<file path="src/rtl/hdlc_stat_reg.sv">
module hdlc_stat_reg #(
  parameter int LVL_W       = 9,
  parameter int BUCKET_LOG2 = 4,
  parameter int CODE_W      = 4
) (
  input  logic             clk,
  input  logic             rst_n,
  input  logic [LVL_W-1:0] tx_level,
  input  logic             tx_wr,
  input  logic             rx_rd,
  input  logic             rx_pkt_end,
  input  logic             tx_underrun,
  input  logic             rx_overrun,
  input  logic             rd_stat,
  input  logic             msk_pkt_end,
  input  logic             msk_underrun,
  input  logic             msk_overrun,
  input  logic             mst_hdlc_en,
  output logic [15:0]      stat_rdata,
  output logic             irq
);
  localparam logic [LVL_W-1:0] CODE_MAX = LVL_W'((1 << CODE_W) - 1);

  logic pkt_q, ur_q, ovr_q, ur_arm, ovr_arm;
  logic [LVL_W-1:0] bucket;
  logic [CODE_W-1:0] code;

  assign bucket = tx_level >> BUCKET_LOG2;
  assign code   = (bucket > CODE_MAX) ? CODE_MAX[CODE_W-1:0] : bucket[CODE_W-1:0];

  always_ff @(posedge clk) begin
    if (!rst_n) begin
      pkt_q   <= 1'b0;
      ur_q    <= 1'b0;
      ovr_q   <= 1'b0;
      ur_arm  <= 1'b1;
      ovr_arm <= 1'b1;
    end else begin
      pkt_q   <= (pkt_q & ~rd_stat) | rx_pkt_end;
      ur_q    <= (ur_q  & ~rd_stat) | (tx_underrun & ur_arm);
      ovr_q   <= (ovr_q & ~rd_stat) | (rx_overrun  & ovr_arm);
      ur_arm  <= tx_wr | (ur_arm  & ~tx_underrun);
      ovr_arm <= rx_rd | (ovr_arm & ~rx_overrun);
    end
  end

  always_comb begin
    stat_rdata        = '0;
    stat_rdata[6]     = pkt_q;
    stat_rdata[7]     = ur_q;
    stat_rdata[11:8]  = code;
    stat_rdata[12]    = (tx_level == '0);
    stat_rdata[13]    = ovr_q;
  end

  assign irq = mst_hdlc_en &
               ((pkt_q & msk_pkt_end) | (ur_q & msk_underrun) | (ovr_q & msk_overrun));

  p_event_kept_r7: assert property (@(posedge clk) disable iff (!rst_n)
    rx_pkt_end |=> stat_rdata[6]);
  p_read_clears_r3: assert property (@(posedge clk) disable iff (!rst_n)
    (rd_stat && !rx_pkt_end) |=> !stat_rdata[6]);
  p_no_rearm_r5: assert property (@(posedge clk) disable iff (!rst_n)
    (rd_stat && !ur_arm && !tx_wr) |=> !stat_rdata[7]);
  p_ovr_no_rearm_r6: assert property (@(posedge clk) disable iff (!rst_n)
    (rd_stat && !ovr_arm && !rx_rd) |=> !stat_rdata[13]);
  p_empty_code_r2: assert property (@(posedge clk) disable iff (!rst_n)
    stat_rdata[12] |-> (stat_rdata[11:8] == 4'd0));
  p_master_gate_r8: assert property (@(posedge clk) disable iff (!rst_n)
    irq |-> (mst_hdlc_en && (stat_rdata[6] || stat_rdata[7] || stat_rdata[13])));
  p_reserved_r11: assert property (@(posedge clk) disable iff (!rst_n)
    (stat_rdata[5:0] == 6'd0) && (stat_rdata[15:14] == 2'd0));
endmodule

</file>
<file path="config.mk">
export PLATFORM = sky130hd
export DESIGN_NAME = hdlc_stat_reg
export DESIGN_NICKNAME = d
export VERILOG_FILES = /design/src/rtl/hdlc_stat_reg.sv
export SDC_FILE = /design/constraint.sdc
export NUM_CORES = 1
export LEC_CHECK = 0
export BUFFER_PORTS_ARGS = -buffer_cell sky130_fd_sc_hd__buf_2
export CAP_MARGIN = 5
export CORE_AREA = 2 2 39 41
export DETAILED_ROUTE_END_ITERATION = 6
export DIE_AREA = 0 0 41 43
export PLACE_DENSITY = 0.7
export SYNTH_ARGS = -nofsm -noshare
export SYNTH_HDL_FRONTEND = slang
export SYNTH_SLANG_ARGS = --single-unit
</file>
<file path="constraint.sdc">
create_clock -name clk -period 3.5 [get_ports clk]
set_input_delay 0.875 -clock clk [delete_from_list [all_inputs] [get_ports clk]]
set_output_delay 0.875 -clock clk [all_outputs]
set_load 0.005 [all_outputs]
</file>
# Word-level counts from Yosys, hierarchy flattened
# Index checks and enable logic that the tools add are counted.
# word_totals
register_bits,5
latch_bits,0
ramBits,0
mem_bits_ro,0
in_bits,21
output_inout_bits,17
elab_cells,29
memories,0
# classes
add_sub_neg,0
multipliers,0
div_mod_pow,0
n_lt_le_gt_ge,1
eq_ne,0
n_shift,0
muxes,1
bitwise_logic,21
reduce_logical,1
# op_table
cell,count
1-bit bitwise AND,11
9-bit zero test,1
1-bit OR,7
"5-bit by 4-bit > comparator with 1-bit output, second input constant",1
4-bit 2-to-1 mux,1
1-bit inverter,3

# Depth between registers and ports, before layout
# Gate-level depths: netlist (run 1).
# logic_depth
depth_word,4
depth_mapped,2
mapped_depth_nobuf,2

# Worst setup path before layout (run 1)
# No wires, ideal clock.
# synth_timing
path_type,input-to-output
startpoint,in tx_level[7]
endpoint,out stat_rdata[12]
t_arrival_ns,1.560
path_slack_ns,1.065
path_stages,2
n_path_buf,0
cell_sequence,or4_4 nor3_2
# synth_via
elab_chain_len,1
# synth_rtl
item,line_no,source
start: declaration,8,"input logic [LVL_W-1:0] tx_level,"
9-bit zero test,52,stat_rdata[12] = (tx_level == '0);
end: declaration,19,"output logic [15:0] stat_rdata,"
# Every way passes these cells.

# Final worst setup path (run 1)
# Ends and elaborated chain as after synthesis.

==> results.json, run 1 <==
{
  "cts_hold_buf": 0,
  "cts_buffers": 3,
  "cp-start-kind": "primary input",
  "synth_area_um2": 332,
  "outcome": "complete, no violations",
  "critPathSlowestCell": "or4_4",
  "r2r_slack_ns": 2.80,
  "crit_chain": "buf_2 > or4_4 > nor3_2 > buf_2",
  "synth.avg_cell_area_um2": 8.73,
  "clock-root-buffer": "clkbuf_4",
  "overflow": 0,
  "vias": 342,
  "h-tree-depth": 1,
  "arrival_ns": 1.77,
  "cts-resized-gates": 0,
  "portBuffers": 29,
  "hold_viol_final": 0,
  "clock_latency_ns": 0.24,
  "ys_ff_latch": 5,
  "r2r-start": "pkt_q",
  "ir_worst_vdd_mv": 0.127,
  "grt_max_degree": 6,
  "core_mm2": 0.00138,
  "fmax_mhz": 378,
  "period_share_pct": 75.5,
  "fp-row-count": 14,
  "ys_warn_count": 0,
  "synth_top_area_share_pct": 30.2,
  "post_cts_buffers": 0,
  "synthCells": 38,
  "drt.antenna.violating_nets": 0,
  "cts.sinks": 5,
  "p_per_area_mw_per_mm2": 343,
  "die_w_um": 41,
  "ys_seq_area_share_pct": 30.2,
  "synth_cell_types": 14,
  "drc": 0,
  "cts_tree": "yes",
  "hp-class": "register to register",
  "critPathCaptureType": "output pin",
  "synthToLayoutAreaGrowth_pct": 40.8,
  "drtIter0Drc": 4,
  "finClkSkew_ns": 0.0000124,
  "totalWireLength_um": 677,
  "finalSetupTns_ns": 0,
  "cpLargestDelayFamily": "simple AND/OR/NAND/NOR gates",
  "p_comb_share_pct": 18.7,
  "placed_cell_area_um2": 440,
  "cts_max_path_buffers": 2,
  "power_switching_uw": 38.0,
  "clockPowerShare_pct": 42.0,
  "gp_congestion": 0.622,
  "crit_required_ns": 2.62,
  "hold_start": "ovr_arm",
  "grt_pass1_vias": 284,
  "cts.clk_slew.worst_paths_ns": 0.04,
  "antenna_cells": 0,
  "critPathKind": "primary input to output pin",
  "grt_usage_pct": 8.84,
  "final_common_cell": "buf_2",
  "leakagePower_uw": 0.000245,
  "detail_route.wl_per_cell_um": 8.16,
  "vias_per_cell": 4.12,
  "setup-violations-final": 0,
  "cp_max_fo": 2,
  "drtPass1Iterations": 4,
  "boundaryPins": 38,
  "period_minus_slack_ns": 2.64,
  "grt_pass1_wl_um": 959,
  "nets": 89,
  "fp.dieH_um": 43,
  "drive_gt1_share_pct": 56.7,
  "sw_frac_of_total_pct": 23.8,
  "mostFrequentLayoutCells": "29 x buf_2, 8 x conb_1, 5 x dfxtp_1",
  "crit_path_start": "tx_level[7]",
  "cp_common_cell": "buf_2",
  "cap_violations": 0,
  "crit_buf_inv": 2,
  "design_area_um2": 467,
  "antenna_found_initial": 0,
  "die_area_mm2": 0.00176,
  "p_seq_share_pct": 39.3,
  "maxSlewViolCount": 0,
  "start_util_pct": 24.0,
  "yosys.area.top_type": "dfxtp_1",
  "yosys-top-cells-area": "dfxtp_1 30%, buf_4 25%, nand2b_1 7.5%",
  "rsz0062_at_grt": "no",
  "intPower_uw": 122,
  "cpPeakStageDelay_ns": 0.52
}
==> metal layers <==
metal	vias to the layer above	wire length [um]	part of all wire, %	global-route usage, %
li1	166	-	-	-
met1	139	209	31	6.75
met2	33	312	46	14.4
met3	4	123	18	1.57
met4	0	30	4.4	12.0
met5	-	0	0	0
==> synth_stat cells <==
cell       n
nand2b_1   4
conb_1     1
buf_4     11
a21boi_0   2
nand3b_1   2
or4_4      1
dfxtp_1    5
o21a_1     1
or2_2      4
nor2b_1    2
or3_1      1
nor3_2     1
a222oi_1   1
nand2_1    2
==> cell type report <==
type,instances,area (um2)
clock buffers,4,26.3
multi-input cells,29,175
well taps,16,20.0
flip-flops and latches,5,100
repair buffers,29,145
fillers,156,917
==> registers in the layout (all words and copies together) (netlist names) <==
register,cells
ovr_arm,1
ovr_q,1
pkt_q,1
ur_arm,1
ur_q,1
==> per-stage QoR <==
step	instances	worst slack [ns]	hold WS, ns	utilization, %	total power, uW
4_1_cts	83	0.852	0.465	33.7	164
3_3_place_gp	79	0.864	0.452	31.8	93.8
3_5_place_dp	79	0.852	0.458	31.8	94.3
6_report	83	0.857	0.461	33.7	160
2_1_floorplan	45	1.07	0.441	-	85.5
5_1_grt	83	0.770	0.479	33.7	171
==> kinds of logic after synthesis <==
group | Yosys count | synth area share, %
AO/OA/AOI/OAI | 4 | 9.81
other | 1 | 1.13
flip-flops | 5 | 30.2
AND/OR/NAND/NOR | 17 | 34.0
buffers and inverters | 11 | 24.9
==> worst reg2reg max path, delay by kind of cell, from the launching register on <==
kind	cells	cell delay [ns]
AND/OR/NAND/NOR	1	0.13
AO/OA/AOI/OAI	1	0.15
flip-flops	1	0.31
==> power groups by stage <==
stage / registers, uW / clock network [uW] / logic (uW)
2_1_floorplan: 63.4 / 0 / 22.1
3_3_place_gp: 63.9 / 0 / 29.8
3_5_place_dp: 64.0 / 0 / 30.4
4_1_cts: 63.0 / 70.7 / 30.4
5_1_grt: 63.2 / 73.4 / 34.6
6_report: 62.8 / 67.2 / 30.0
==> path summary, 6_finish.rpt <==
kind | end | depth (start not counted)
worst max-delay path | stat_rdata[12] | 4
worst min-delay path | ovr_q | 2
worst min register to register | ovr_q | 2
worst max register to register | pkt_q | 2
Note: power is estimated with default switching activity, not from simulation.
==> inputs of run 2 (changes only) <==
--- a/config.mk
+++ b/config.mk
@@ -5,12 +5,13 @@
 export SDC_FILE = /design/constraint.sdc
 export NUM_CORES = 1
 export LEC_CHECK = 0
+export ABC_AREA = 1
 export BUFFER_PORTS_ARGS = -buffer_cell sky130_fd_sc_hd__buf_2
 export CAP_MARGIN = 5
 export CORE_AREA = 2 2 39 41
 export DETAILED_ROUTE_END_ITERATION = 6
 export DIE_AREA = 0 0 41 43
-export PLACE_DENSITY = 0.7
+export PLACE_DENSITY = 0.73
 export SYNTH_ARGS = -nofsm -noshare
 export SYNTH_HDL_FRONTEND = slang
 export SYNTH_SLANG_ARGS = --single-unit
==> constraint.sdc (replaced) <==
create_clock -name clk -period 2.38 [get_ports clk]
set_input_delay 0.595 -clock clk [delete_from_list [all_inputs] [get_ports clk]]
set_output_delay 0.595 -clock clk [all_outputs]
set_load 0.005 [all_outputs]
==> results.json, run 2 <==
{
  "outcome": "complete, no violations",
  "critPathCaptureType": "output pin",
  "core_mm2": 0.00138,
  "period_share_pct": 71.8,
  "cts.sinks": 5,
  "critPathKind": "primary input to output pin",
  "cap_violations": 0,
  "clock_latency_ns": 0.24,
  "cts_hold_buf": 0,
  "synth.avg_cell_area_um2": 6.67,
  "mostFrequentLayoutCells": "29 x buf_2, 9 x nand2_1, 8 x conb_1",
  "drt.antenna.violating_nets": 0,
  "hp-class": "register to register",
  "ys_ff_latch": 5,
  "cp_max_fo": 4,
  "synthToLayoutAreaGrowth_pct": 39.7,
  "cts_buffers": 3,
  "detail_route.wl_per_cell_um": 7.26,
  "p_per_area_mw_per_mm2": 500,
  "maxSlewViolCount": 0,
  "cp-start-kind": "primary input",
  "crit_required_ns": 1.78,
  "yosys.area.top_type": "dfxtp_1",
  "vias": 384,
  "drtIter0Drc": 5,
  "ir_worst_vdd_mv": 0.241,
  "arrival_ns": 1.11,
  "finalSetupTns_ns": 0,
  "die_w_um": 41,
  "setup-violations-final": 0,
  "async_reset_ff_share_pct": 0,
  "hold_viol_final": 0,
  "start_util_pct": 24.6,
  "synth_cell_types": 12,
  "fp-row-count": 14,
  "synthCells": 51,
  "final_common_cell": "buf_2",
  "grt_pass1_wl_um": 1040,
  "ys_seq_area_share_pct": 29.4,
  "post-synth-top-count-cell": "buf_4",
  "clock-root-buffer": "clkbuf_4",
  "overflow": 0,
  "leakagePower_uw": 0.000290,
  "finClkSkew_ns": 0.0000164,
  "cts-resized-gates": 0,
  "gp_congestion": 0.604,
  "rsz0062_at_grt": "no",
  "drtPass1Iterations": 4,
  "drc": 0,
  "totalWireLength_um": 697,
  "period_minus_slack_ns": 1.71,
  "synth_area_um2": 340,
  "yosys-top-cells-area": "dfxtp_1 29%, buf_4 24%, nand2_1 9.9%",
  "post_cts_buffers": 0,
  "dp_hpwl_um": 604,
  "vias_per_cell": 4.00,
  "cts_max_path_buffers": 2,
  "synth_common_cells": "11 x buf_4, 9 x nand2_1, 7 x inv_1",
  "die_area_mm2": 0.00176,
  "h-tree-depth": 1,
  "synth_top_area_share_pct": 29.4,
  "ys_warn_count": 0,
  "fmax_mhz": 585,
  "grt_pass1_vias": 297,
  "grt_usage_pct": 9.44,
  "antenna_found_initial": 0,
  "cts.clk_slew.worst_paths_ns": 0.04,
  "boundaryPins": 38,
  "portBuffers": 29,
  "ys.flop_type": "dfxtp_1",
  "hold-worst-slack_ns": 0.455,
  "synth_edf_count": 0,
  "antenna_cells": 0,
  "nets": 102,
  "grt_max_degree": 6,
  "fp.dieH_um": 43,
  "cts_tree": "yes",
  "drive_gt1_share_pct": 43.8
}
run 2: changes by cell type after synthesis, moves of 3 or more:
cell      delta
a21oi_1      +3
inv_1        +7
nand2_1      +7
nand2b_1     -4
nor2_1       +6
or2_1        +3
or2_2        -4
run 2: layout make-up:
type,count,area (um2)
clock buffer,4,26.3
fill,152,908
inverter,7,26.3
timing repair buffer,29,145
sequential,5,100
tap,16,20.0
multi-input combinational,35,158
run 2: worst max-delay path, stage by stage:
cell,delay (ns)
buf_2,0.12
nor2_2,0.14
nand3_2,0.08
nor2_2,0.07
buf_2,0.11
run 2: logic make-up (layout without fill, tap and decap cells):
kind of cell,count (synthesis),after routing,synth area share [%]
other,1,8,1.10
AOI/OAI and AO/OA,5,5,7.35
DFF,5,5,29.4
and+or+nand+nor,22,22,30.1
buffers and inverters,18,40,32.0
run 2: path summary, 6_finish.rpt:
check | cells past startpoint | end | slack, ns | from
setup / recovery | 5 | stat_rdata[12] | 0.67 | tx_level[8]
hold reg to reg | 2 | ovr_q | 0.45 | ovr_arm
setup reg to reg | 2 | pkt_q | 1.76 | pkt_q
hold / removal | 2 | ovr_q | 0.45 | ovr_arm
run 2: where the power goes:
group	leakage (uW)	switching, uW	internal (uW)
registers	0.0000416	3.16	89.3
logic	0.000234	21.3	23.9
clock network	0.0000150	36.5	63.5
run 2: through the flow:
step           instances  instance area [um2]  setup slack, ns  utilization, %  power, uW
2_1_floorplan         58                  367            0.915               -        126
3_3_place_gp          92                  449            0.693            32.5        138
3_5_place_dp          92                  449            0.659            32.5        139
4_1_cts               96                  475            0.659            34.4        242
5_1_grt               96                  475            0.619            34.4        253
6_report              96                  475            0.670            34.4        238
run 2: routing by layer:
metal	global-route usage [%]	vias to the layer above	share of wire [%]	wire [um]
li1	-	191	-	-
met1	8.36	152	32	225
met2	14.7	38	45	315
met3	1.57	3	18	126
met4	12.0	0	4.2	29
met5	0	-	0	0
==> inputs of run 3 (changes only) <==
--- a/config.mk
+++ b/config.mk
@@ -5,13 +5,13 @@
 export SDC_FILE = /design/constraint.sdc
 export NUM_CORES = 1
 export LEC_CHECK = 0
-export ABC_AREA = 1
+export ABC_AREA = 0
 export BUFFER_PORTS_ARGS = -buffer_cell sky130_fd_sc_hd__buf_2
 export CAP_MARGIN = 5
 export CORE_AREA = 2 2 39 41
 export DETAILED_ROUTE_END_ITERATION = 6
 export DIE_AREA = 0 0 41 43
-export PLACE_DENSITY = 0.73
+export PLACE_DENSITY = 0.72
 export SYNTH_ARGS = -nofsm -noshare
 export SYNTH_HDL_FRONTEND = slang
 export SYNTH_SLANG_ARGS = --single-unit
==> constraint.sdc (replaced) <==
create_clock -name clk -period 1.5 [get_ports clk]
set_input_delay 0.375 -clock clk [delete_from_list [all_inputs] [get_ports clk]]
set_output_delay 0.375 -clock clk [all_outputs]
set_load 0.005 [all_outputs]
==> results.json, run 3 (synthesis gave the netlist of run 1 again) <==
{
  "mostFrequentLayoutCells": "27 x buf_2, 8 x conb_1, 4 x or2_2, 4 x nand2b_1, 4 x dfxtp_1",
  "clock_latency_ns": 0.24,
  "die_w_um": 41,
  "cp_max_fo": 1,
  "ir_worst_vdd_mv": 0.453,
  "p_comb_share_pct": 19.9,
  "fp-row-count": 14,
  "p_seq_share_pct": 38.9,
  "cts_max_path_buffers": 2,
  "intPower_uw": 288,
  "min_path_cells": 2,
  "m1WireLength_um": 235,
  "route.met2.wl_um": 417,
  "rsz0062_at_grt": "yes",
  "clock-root-buffer": "clkbuf_4",
  "arrival_ns": 1.26,
  "grt_pass1_wl_um": 1140,
  "final_core_util_pct": 35.2,
  "cts.sinks": 5,
  "ff2ff_path_depth": 2,
  "hp-class": "primary input to register",
  "post_cts_buffers": 0,
  "drtIter0Drc": 4,
  "cpPeakStageDelay_ns": 0.54,
  "dp_slack_ns": -0.206,
  "violations": "setup timing",
  "vias_per_cell": 4.07,
  "totalWireLength_um": 767,
  "cts.clk_slew.worst_paths_ns": 0.04,
  "cts_tree": "yes",
  "portBuffers": 29,
  "nets": 89,
  "core_mm2": 0.00138,
  "cpLargestDelayFamily": "simple AND/OR/NAND/NOR gates",
  "grt_max_degree": 6,
  "drive_gt1_share_pct": 58.2,
  "antenna_cells": 0,
  "cap_violations": 0,
  "period_minus_slack_ns": 1.63,
  "crit_required_ns": 1.12,
  "gp_congestion": 0.625,
  "p_per_area_mw_per_mm2": 778,
  "drt.antenna.violating_nets": 0,
  "start_util_pct": 24.0,
  "leakagePower_uw": 0.000260,
  "maxSlewViolCount": 0,
  "grt_pass1_vias": 302,
  "dr_wl_met3_um": 86,
  "cp-start-kind": "primary input",
  "clockPowerShare_pct": 41.2,
  "crit_chain": "buf_6 > or4_4 > nor3_4 > buf_2",
  "antenna_found_initial": 0,
  "fp.dieH_um": 43,
  "final_common_cell": "buf_2",
  "die_area_mm2": 0.00176,
  "setup-violations-final": 1,
  "overflow": 0,
  "synthToLayoutAreaGrowth_pct": 46.8,
  "dp_hpwl_um": 670,
  "drc": 0,
  "critPathSlowestCell": "or4_4",
  "hold-worst-slack_ns": 0.316,
  "power_switching_uw": 90.6,
  "boundaryPins": 38,
  "hold_viol_final": 0,
  "drtPass1Iterations": 4,
  "grt_usage_pct": 10.9,
  "top_layer": "met4",
  "critPathCaptureType": "output pin",
  "cts_hold_buf": 0,
  "period_share_pct": 109,
  "sw_frac_of_total_pct": 23.9,
  "fin_ws_ns": -0.132,
  "crit_buf_inv": 2,
  "cts_buffers": 3,
  "cp.depth": 4,
  "fmax_mhz": 613,
  "outcome": "complete, but fails checks",
  "vias": 338,
  "h-tree-depth": 1,
  "detail_route.wl_per_cell_um": 9.24,
  "finClkSkew_ns": 0.0000393,
  "critPathKind": "primary input to output pin"
}
==> run 3: final timing paths <==
check              start              to  slack (ns)
max          tx_level[2]  stat_rdata[12]       -0.13
max reg2reg        pkt_q           pkt_q        0.80
min                rx_rd         ovr_arm        0.32
min reg2reg       ur_arm            ur_q        0.46
==> run 3: area by class of cell <==
cell class	instances	area, um2
fillers	138	897
multi-input cells	29	181
repair buffers	29	158
flip-flops and latches	5	101
clock buffers	4	26.3
well taps	16	20.0
==> run 3: power by group through the flow <==
stage	Combinational (uW)	Clock [uW]	Sequential, uW
after floorplan	51.5	0	148
after global placement	69.4	0	149
after detailed placement	71.7	0	150
after CTS	73.8	163	147
after global routing	86.7	171	149
final	75.4	156	147
==> run 3: layer usage <==
layer | vias to the layer above | track usage, %
met3 | 4 | 3.14
met5 | - | 0
li1 | 165 | -
met4 | 0 | 12.0
met2 | 31 | 20.0
met1 | 138 | 6.47
==> run 3: metrics by stage <==
stage	instances	total power [uW]	TNS, ns	instance area (um2)
floorplan	45	199	0	358
global placement	79	218	-0.141	440
detailed placement	79	221	-0.206	440
CTS	83	384	-0.189	473
global route	83	406	-0.238	487
finish	83	379	-0.132	487
==> run 3: repair_timing <==
item / 4_1_cts / 5_1_grt
endpoints found under the setup margin: 1 / 2
hold endpoints to repair: 0 / 0
pin swaps: 0 / 2
resized for setup: 1 / 3
==> run 3: worst reg2reg max path, cell delays in order, from the launching register on <==
cell and delay [ns]:
dfxtp_1 0.31, nor2b_1 0.13, o21a_1 0.16
